--- config.mk ---
export PLATFORM = sky130hd
export DESIGN_NAME = spindle_idle_ctrl
export DESIGN_NICKNAME = d
export VERILOG_FILES = /design/src/rtl/spindle_pkg.sv /design/src/rtl/spindle_idle_counter.sv /design/src/rtl/spindle_spinup_timer.sv /design/src/rtl/spindle_idle_ctrl.sv
export SDC_FILE = /design/constraint.sdc
export NUM_CORES = 1
export LEC_CHECK = 0
export BUFFER_PORTS_ARGS = -buffer_cell sky130_fd_sc_hd__buf_2
export CORE_AREA = 2 2 82 84
export DETAILED_ROUTE_END_ITERATION = 10
export DIE_AREA = 0 0 84 86
export PLACE_DENSITY = 0.72
export SLEW_MARGIN = 0
export SYNTH_ARGS = -nofsm -noshare
export SYNTH_HDL_FRONTEND = slang
export SYNTH_SLANG_ARGS = --single-unit
--- constraint.sdc ---
create_clock -name clk -period 1.9 [get_ports clk]
set_input_delay 0.38 -clock clk [delete_from_list [all_inputs] [get_ports clk]]
set_output_delay 0.38 -clock clk [all_outputs]
set_load 0.005 [all_outputs]
--- src/rtl/spindle_pkg.sv ---
package spindle_pkg;
  localparam int NUM_DRIVES = 4;
  localparam int SEL_W      = $clog2(NUM_DRIVES);
  localparam int CTRL_W     = 8;
  localparam int MOTOR_LSB  = 4;
  localparam logic [1:0] CTL_ENABLES = 2'b11;
endpackage

--- src/rtl/spindle_idle_counter.sv ---
module spindle_idle_counter #(
  parameter int LIMIT = 5
) (
  input  logic clk,
  input  logic rst,
  input  logic tick,
  input  logic run,
  input  logic frozen,
  input  logic clear,
  output logic expire
);
  localparam int CW = $clog2(LIMIT + 1);
  localparam logic [CW-1:0] LAST = CW'(LIMIT - 1);

  logic [CW-1:0] cnt_q;
  logic          step;

  assign step   = tick & run & ~frozen & ~clear;
  assign expire = step & (cnt_q == LAST);

  always_ff @(posedge clk) begin
    if (rst || clear || !run) begin
      cnt_q <= '0;
    end else if (step) begin
      cnt_q <= (cnt_q == LAST) ? '0 : cnt_q + 1'b1;
    end
  end
endmodule

--- src/rtl/spindle_spinup_timer.sv ---
module spindle_spinup_timer #(
  parameter int CYCLES = 8
) (
  input  logic clk,
  input  logic rst,
  input  logic start_wait,
  input  logic start_now,
  output logic waiting,
  output logic done
);
  localparam int CW = $clog2(CYCLES + 1);

  logic [CW-1:0] left_q;

  always_ff @(posedge clk) begin
    if (rst) begin
      waiting <= 1'b0;
      done    <= 1'b0;
      left_q  <= '0;
    end else if (start_wait) begin
      waiting <= 1'b1;
      done    <= 1'b0;
      left_q  <= CW'(CYCLES - 1);
    end else if (start_now) begin
      done    <= 1'b1;
    end else if (waiting) begin
      if (left_q == '0) begin
        waiting <= 1'b0;
        done    <= 1'b1;
      end else begin
        left_q  <= left_q - 1'b1;
        done    <= 1'b0;
      end
    end else begin
      done <= 1'b0;
    end
  end
endmodule

--- src/rtl/spindle_idle_ctrl.sv ---
module spindle_idle_ctrl
  import spindle_pkg::*;
#(
  parameter int IDLE_LIMIT    = 5,
  parameter int SPINUP_CYCLES = 125_000_000
) (
  input  logic              clk,
  input  logic              rst,
  input  logic              sec_tick,
  input  logic              req_valid,
  input  logic [SEL_W-1:0]  req_unit,
  input  logic              touch_valid,
  input  logic [SEL_W-1:0]  touch_unit,
  input  logic              hold_set,
  input  logic              hold_clr,
  input  logic [SEL_W-1:0]  hold_unit,
  input  logic              op_busy,
  output logic [CTRL_W-1:0] dor_q,
  output logic              spinup_done,
  output logic              recover_pulse,
  output logic              tick_armed
);
  logic [NUM_DRIVES-1:0] motor_q;
  logic [NUM_DRIVES-1:0] hold_q;
  logic [NUM_DRIVES-1:0] expire;
  logic [NUM_DRIVES-1:0] clr_cnt;
  logic [SEL_W-1:0]      sel_q;
  logic                  spin_wait;
  logic                  accept;
  logic                  start_wait;
  logic                  start_now;
  logic                  scan_tick;

  assign accept     = req_valid & ~spin_wait;
  assign start_wait = accept & ~motor_q[req_unit];
  assign start_now  = accept &  motor_q[req_unit];
  assign tick_armed = |motor_q;
  assign scan_tick  = sec_tick & tick_armed;

  for (genvar i = 0; i < NUM_DRIVES; i++) begin : g_drive
    assign clr_cnt[i] = (accept && req_unit == SEL_W'(i)) ||
                        (touch_valid && touch_unit == SEL_W'(i));

    spindle_idle_counter #(.LIMIT(IDLE_LIMIT)) u_cnt (
      .clk    (clk),
      .rst    (rst),
      .tick   (scan_tick),
      .run    (motor_q[i]),
      .frozen (hold_q[i]),
      .clear  (clr_cnt[i]),
      .expire (expire[i])
    );

    always_ff @(posedge clk) begin
      if (rst) begin
        hold_q[i] <= 1'b0;
      end else if (hold_set && hold_unit == SEL_W'(i)) begin
        hold_q[i] <= 1'b1;
      end else if (hold_clr && hold_unit == SEL_W'(i)) begin
        hold_q[i] <= 1'b0;
      end
    end

    always_ff @(posedge clk) begin
      if (rst) begin
        motor_q[i] <= 1'b0;
      end else if (accept && req_unit == SEL_W'(i)) begin
        motor_q[i] <= 1'b1;
      end else if (expire[i]) begin
        motor_q[i] <= 1'b0;
      end
    end
  end

  spindle_spinup_timer #(.CYCLES(SPINUP_CYCLES)) u_spin (
    .clk        (clk),
    .rst        (rst),
    .start_wait (start_wait),
    .start_now  (start_now),
    .waiting    (spin_wait),
    .done       (spinup_done)
  );

  always_ff @(posedge clk) begin
    if (rst) begin
      sel_q         <= '0;
      recover_pulse <= 1'b0;
    end else begin
      if (accept) sel_q <= req_unit;
      recover_pulse <= op_busy & expire[sel_q];
    end
  end

  always_comb begin
    dor_q = {motor_q, CTL_ENABLES, sel_q};
  end
endmodule

After elaboration in Yosys (flattened, before gate mapping)

Cells that the tools add are included.

Flip-flop bits (word level): 52
Output and inout bits: 11
Input port bits: 14
Logic and storage cells: 157

Muxes and demuxes: 35
Reductions and logical operators: 49
Add/sub/neg operators: 5
Bitwise operators: 33
Magnitude comparators: 2
Equality and inequality tests: 15

Operators with widths:

| operator                                                              | count |
|---|---|
| 27-bit 2-to-1 mux                                                     | 4 |
| 27-bit logical NOT                                                    | 1 |
| 27-bit by 1-bit subtractor with 27-bit output, second input constant  | 1 |
| 1-bit 2-to-1 mux                                                      | 25 |
| 1-bit AND                                                             | 21 |
| 2-bit nonzero test                                                    | 9 |
| 1-bit logical AND                                                     | 16 |
| 3-bit by 1-bit adder with 3-bit output, second input constant         | 4 |
| 2-bit equality test, second input constant                            | 6 |
| 3-bit equality test, second input constant                            | 4 |
| 1-bit logical OR                                                      | 12 |
| 3-bit 2-to-1 mux                                                      | 4 |
| 1-bit inverter                                                        | 12 |
| 2-bit by 1-bit equality test with 1-bit output, second input constant | 3 |
| 2-bit logical NOT                                                     | 3 |
| 2-bit by 3-bit < comparator with 1-bit output, second input constant  | 2 |
| 3-bit AND reduction                                                   | 2 |
| 1-bit binary-select mux with 2-bit select                             | 2 |
| 1-bit logical NOT                                                     | 4 |
| 2-bit inequality test, second input constant                          | 2 |
| 4-bit OR reduction                                                    | 1 |
| 2-bit OR reduction                                                    | 1 |

Longest topological paths before layout

Word-level depth: 10
Mapped depth: 7

Hierarchy

From an unflattened synthesis, not the netlist that was laid out.

Cell total of the unflattened synthesis: 333
Area total of the unflattened synthesis: 2932.8 um^2

Modules (own cells, without submodules):

| module               | times used | sequential area each (um^2) | area an instance (um^2) | cells an instance |
|---|---|---|---|---|
| spindle_spinup_timer | 1          | 580.6                       | 1559.0                  | 175 |
| spindle_idle_counter | 4          | 60.1                        | 197.7                   | 23 |
| spindle_idle_ctrl    | 1          | 220.2                       | 583.1                   | 66 |

Least setup slack after synthesis

Ideal clock, no wire load.

Path kind: register to register
Start: register u_spin.left_q[7]
End: register u_spin.left_q[21]
Library setup time: 0.074 ns
Path buffers: 1
Data required time: 1.826 ns
Setup slack: -0.212 ns
Cell stages (with the launch flop): 7
Clock period less this slack: 2.112 ns
Data arrival time: 2.038 ns
Cells stage by stage: dfxtp_1 > buf_6 > or4_4 > nor4_4 > o2111ai_2 > or4_1 > a31oi_1

Word-level cells in the longest chain between the ends: 5
Elaborated cells on any way between the ends: 8
Those cells by class: add/sub: 1; eq/ne: 1; mux: 4; reduce/logical: 2

Ends and longest elaborated chain:

| item                                          | line                       | text |
|---|---|---|
| start, declared                               | spindle_spinup_timer.sv:13 | `logic [CW-1:0] left_q;` |
| start signal, assigned                        | spindle_spinup_timer.sv:23 | `left_q <= CW'(CYCLES - 1);` |
| start signal, assigned                        | spindle_spinup_timer.sv:31 | `left_q <= left_q - 1'b1;` |
| 27-bit by 1-bit subtractor with 27-bit output | spindle_spinup_timer.sv:31 |  |
| 27-bit 2-to-1 mux                             | spindle_spinup_timer.sv:27 | `if (left_q == '0) begin` |
| 27-bit 2-to-1 mux                             | spindle_spinup_timer.sv:26 | `end else if (waiting) begin` |
| 27-bit 2-to-1 mux                             | spindle_spinup_timer.sv:24 | `end else if (start_now) begin` |
| 27-bit 2-to-1 mux                             | spindle_spinup_timer.sv:20 | `end else if (start_wait) begin` |

Parallel ways exist; a longest one is shown, timed or not. The select of a mux whose other input is x is not followed.
A chain may end at the register's enable or synchronous reset.

Final worst setup path

Start: register u_spin.left_q[10]
End: register u_spin.left_q[23]

Word-level cells in the longest chain between the ends: 3
Elaborated cells on any way between the ends: 4
Those cells by class: add/sub: 1; bitwise: 1; reduce/logical: 2

Ends and longest elaborated chain:

| item |
|---|
| branches (longest 3 deep; another with 27-bit by 1-bit subtractor with 27-bit output) |

Several ways; the timed one is not identified.

==> summary.txt <==
Status
  • Status: complete, but fails checks
  • Violated checks: negative setup slack

Worst setup path
  • Critical Path RT: roughly 2.1 ns
  • Worst-path maximum fanout: 7
  • CP Capture Type: register
  • Worst path cell trace: or4_4 > nor4_4 > o2111ai_4 > or4_1 > a21oi_1
  • R2r setup slk: -0.24 ns
  • RR Endpoint: u_spin.left_q[23]
  • Max stage delay on crit path: 0.55 ns
  • Levels on crit path: 5
  • Worst endpoint data arrival time: ~2.4 ns
  • Critical path's slowest cell: or4_4
  • RR Startpoint: u_spin.left_q[10]
  • Worst path top cell family by delay: simple AND/OR/NAND/NOR gates
  • Critical Path Start: u_spin.left_q[10]
  • CP Launch Type: register
  • Critical Path End: u_spin.left_q[23]
  • WP buf/inv: 0
  • Depth of the most critical reg-to-reg path: 5
  • Critical path class: reg2reg

Timing
  • Final setup skew: about 0.006 ns
  • RSZ-0062 raised after global routing: yes
  • Worst setup margin: -0.241 ns
  • Setup violators final: 21
  • Final hold violation count: 0
  • Fmax: 467 MHz
  • Period minus WS final: 2.14 ns
  • Setup tns final: -1.74 ns
  • Hold slack: 0.310 ns
  • Final Cycle Share: 113%
  • Final Max Tran Viols: 0

Place
  • Hpwl dp: a little over 5000 um
  • Total placed cells including tap cells: 470
  • Post-DP Area: around 0.0033 mm2
  • Dpl ws: -0.171 ns
  • Gp weighted congestion: 0.894
  • Port buffer count: 22

Cells and area
  • Layout Cells excl Fill: 488
  • Fin area: 0.00373 mm2
  • Commonest non-fill, non-tap cells in the layout: buf_4, dfxtp_1, a21oi_1
  • Area grow syn2layout: 34.8%
  • Layout Nets: 435
  • Layout cells sized above 1: 36.0%
  • Commonest non-fill, non-tap cell in the layout: buf_4
  • Ant diodes: 0
  • Fillers: 529
  • Final core utilization: 59.4%

Global routing
  • Largest net degree at the start of global routing: 16
  • Grt ovf: 0
  • Initial antenna violation count: 0
  • Global Route Usage Sum: approximately 20%
  • First-pass GRT wire length: 11800 um
  • Vias in the first global route: 2629

Hold path
  • Hold Crit Class: in2reg

Routing
  • DRC viols: 0
  • Post-DRT Antenna Nets: 0
  • Avg WL per Cell: 15.5 um
  • Vias per cell: 5.83
  • Drt pass-1 iters: 4
  • Starting DRC count in detailed routing: 136
  • Routed WL: 7540 um
  • Detailed-route via count: 2847

Power and ir drop
  • Tot Pwr: 2.59 mW
  • Peak supply drop: between 500 and 600 uV
  • Power Density: 695 mW/mm2
  • Leakage: between 1 and 1.5 nW

Floorplan
  • Ports: 25
  • Die H: between 80 and 90 um
  • Die area: 0.00722 mm2
  • Cell row count: 29
  • Core area: 0.00628 mm2
  • Die Span X: 84 um
  • Starting Density: 44.1%

Synth
  • Post-synth ARST share: 0%
  • Synth area leader: dfxtp_1
  • Synth cell types: 51
  • Seq/Total Area, Yosys: between 30% and 40%
  • Top cells by area, synth: dfxtp_1, a21oi_1, ha_1, o21ai_0, nor2_1
  • Seq cells post-synth: 52
  • Post-synth EDFFs: 0
  • Cell Area, Synth: 0.00277 mm2
  • Synthesized area per cell: 8.43 um2
  • Post-synthesis cell count: ~330
  • Yosys Warn Count: 0
  • Share of the synthesized area in the top cell type: 37.6%
  • Main synth FF type: dfxtp_1

Run
  • Max-Cap Viols: 0

Clock tree
  • Worst-Skew Late Latency: 0.30 ns
  • Htree depth: 2
  • Reg clk slew, reported paths: 0.09 ns
  • Clk sinks: 52
  • Cts bufs inserted: 5
  • CTS tree: built
  • Hold buffers post-CTS: 0
  • Clock root buffer: clkbuf_8
  • CTS max path bufs: 2
==> metal layers <==
metal	GRT usage, %	part of all wire, %
met1	24.9	43
met2	34.4	50
met3	4.33	5.4
met4	5.28	1.9
met5	0	0
==> worst min-delay path by stage <==
stage | start | endpoint | slack [ns] | depth (start not counted)
after floorplan | hold_q[2] | hold_q[2] | 0.44 | 2
after global placement | hold_q[2] | hold_q[2] | 0.46 | 2
after detailed placement | hold_q[2] | hold_q[2] | 0.46 | 2
after CTS | op_busy | recover_pulse | 0.30 | 2
after global routing | op_busy | recover_pulse | 0.29 | 2
final | op_busy | recover_pulse | 0.31 | 2
==> state kept, by name (all words and copies together) (netlist names) <==
register and flops:
dor_q 4, sel_q 2, u_spin.done 1, g_drive.u_cnt.cnt_q 12, recover_pulse 1, u_spin.waiting 1, u_spin.left_q 27, hold_q 4
==> cells in the mapped netlist, types with 5 or more instances <==
cell	n
nand4_1	5
clkbuf_1	7
a21oi_1	33
nand3_1	9
ha_1	10
nor2_1	26
nor3_1	7
nor4_1	5
o31ai_1	7
o21ai_0	20
nand2_1	24
buf_4	6
a31oi_1	8
nand3b_1	6
nand2b_1	6
or3_1	13
inv_1	14
xor2_1	7
or4_1	10
dfxtp_1	52
==> cell type report <==
cell class              count  area [um2]  share of cell area, %
inverters                  14        52.6                   1.41
repair buffers             89         647                   17.3
clock buffers               6        72.6                   1.95
multi-input cells         249        1800                   48.4
clock inverters             1        5.00                  0.134
flip-flops and latches     52        1050                   28.2
well taps                  77        96.3                   2.58
==> kinds of logic after synthesis <==
family / count (synthesis) / synth area share (%)
AO/OA/AOI/OAI: 89 / 19.9
XOR/XNOR: 9 / 2.85
adder cells (fa/ha/maj): 10 / 4.52
buffers and inverters: 28 / 4.89
flip-flops: 52 / 37.6
multiplexers: 2 / 1.18
other: 1 / 0.136
AND/OR/NAND/NOR: 137 / 28.9
==> where the power goes <==
| group | total (mW) | leakage (nW) | switching [mW] | internal, mW |
|---|---|---|---|---|
| logic | 0.759 | 0.939 | 0.390 | 0.369 |
| clock network | 0.611 | 0.0410 | 0.359 | 0.252 |
| registers | 1.22 | 0.429 | 0.0624 | 1.16 |
| total | 2.59 | 1.41 | 0.812 | 1.78 |
==> what timing repair did <==
item	in CTS	in global routing
pin swaps	11	25
gates resized for setup	10	49
endpoints found under the setup margin	18	28
buffers inserted	6	5
No activity file was read; power rests on OpenSTA's default activity.
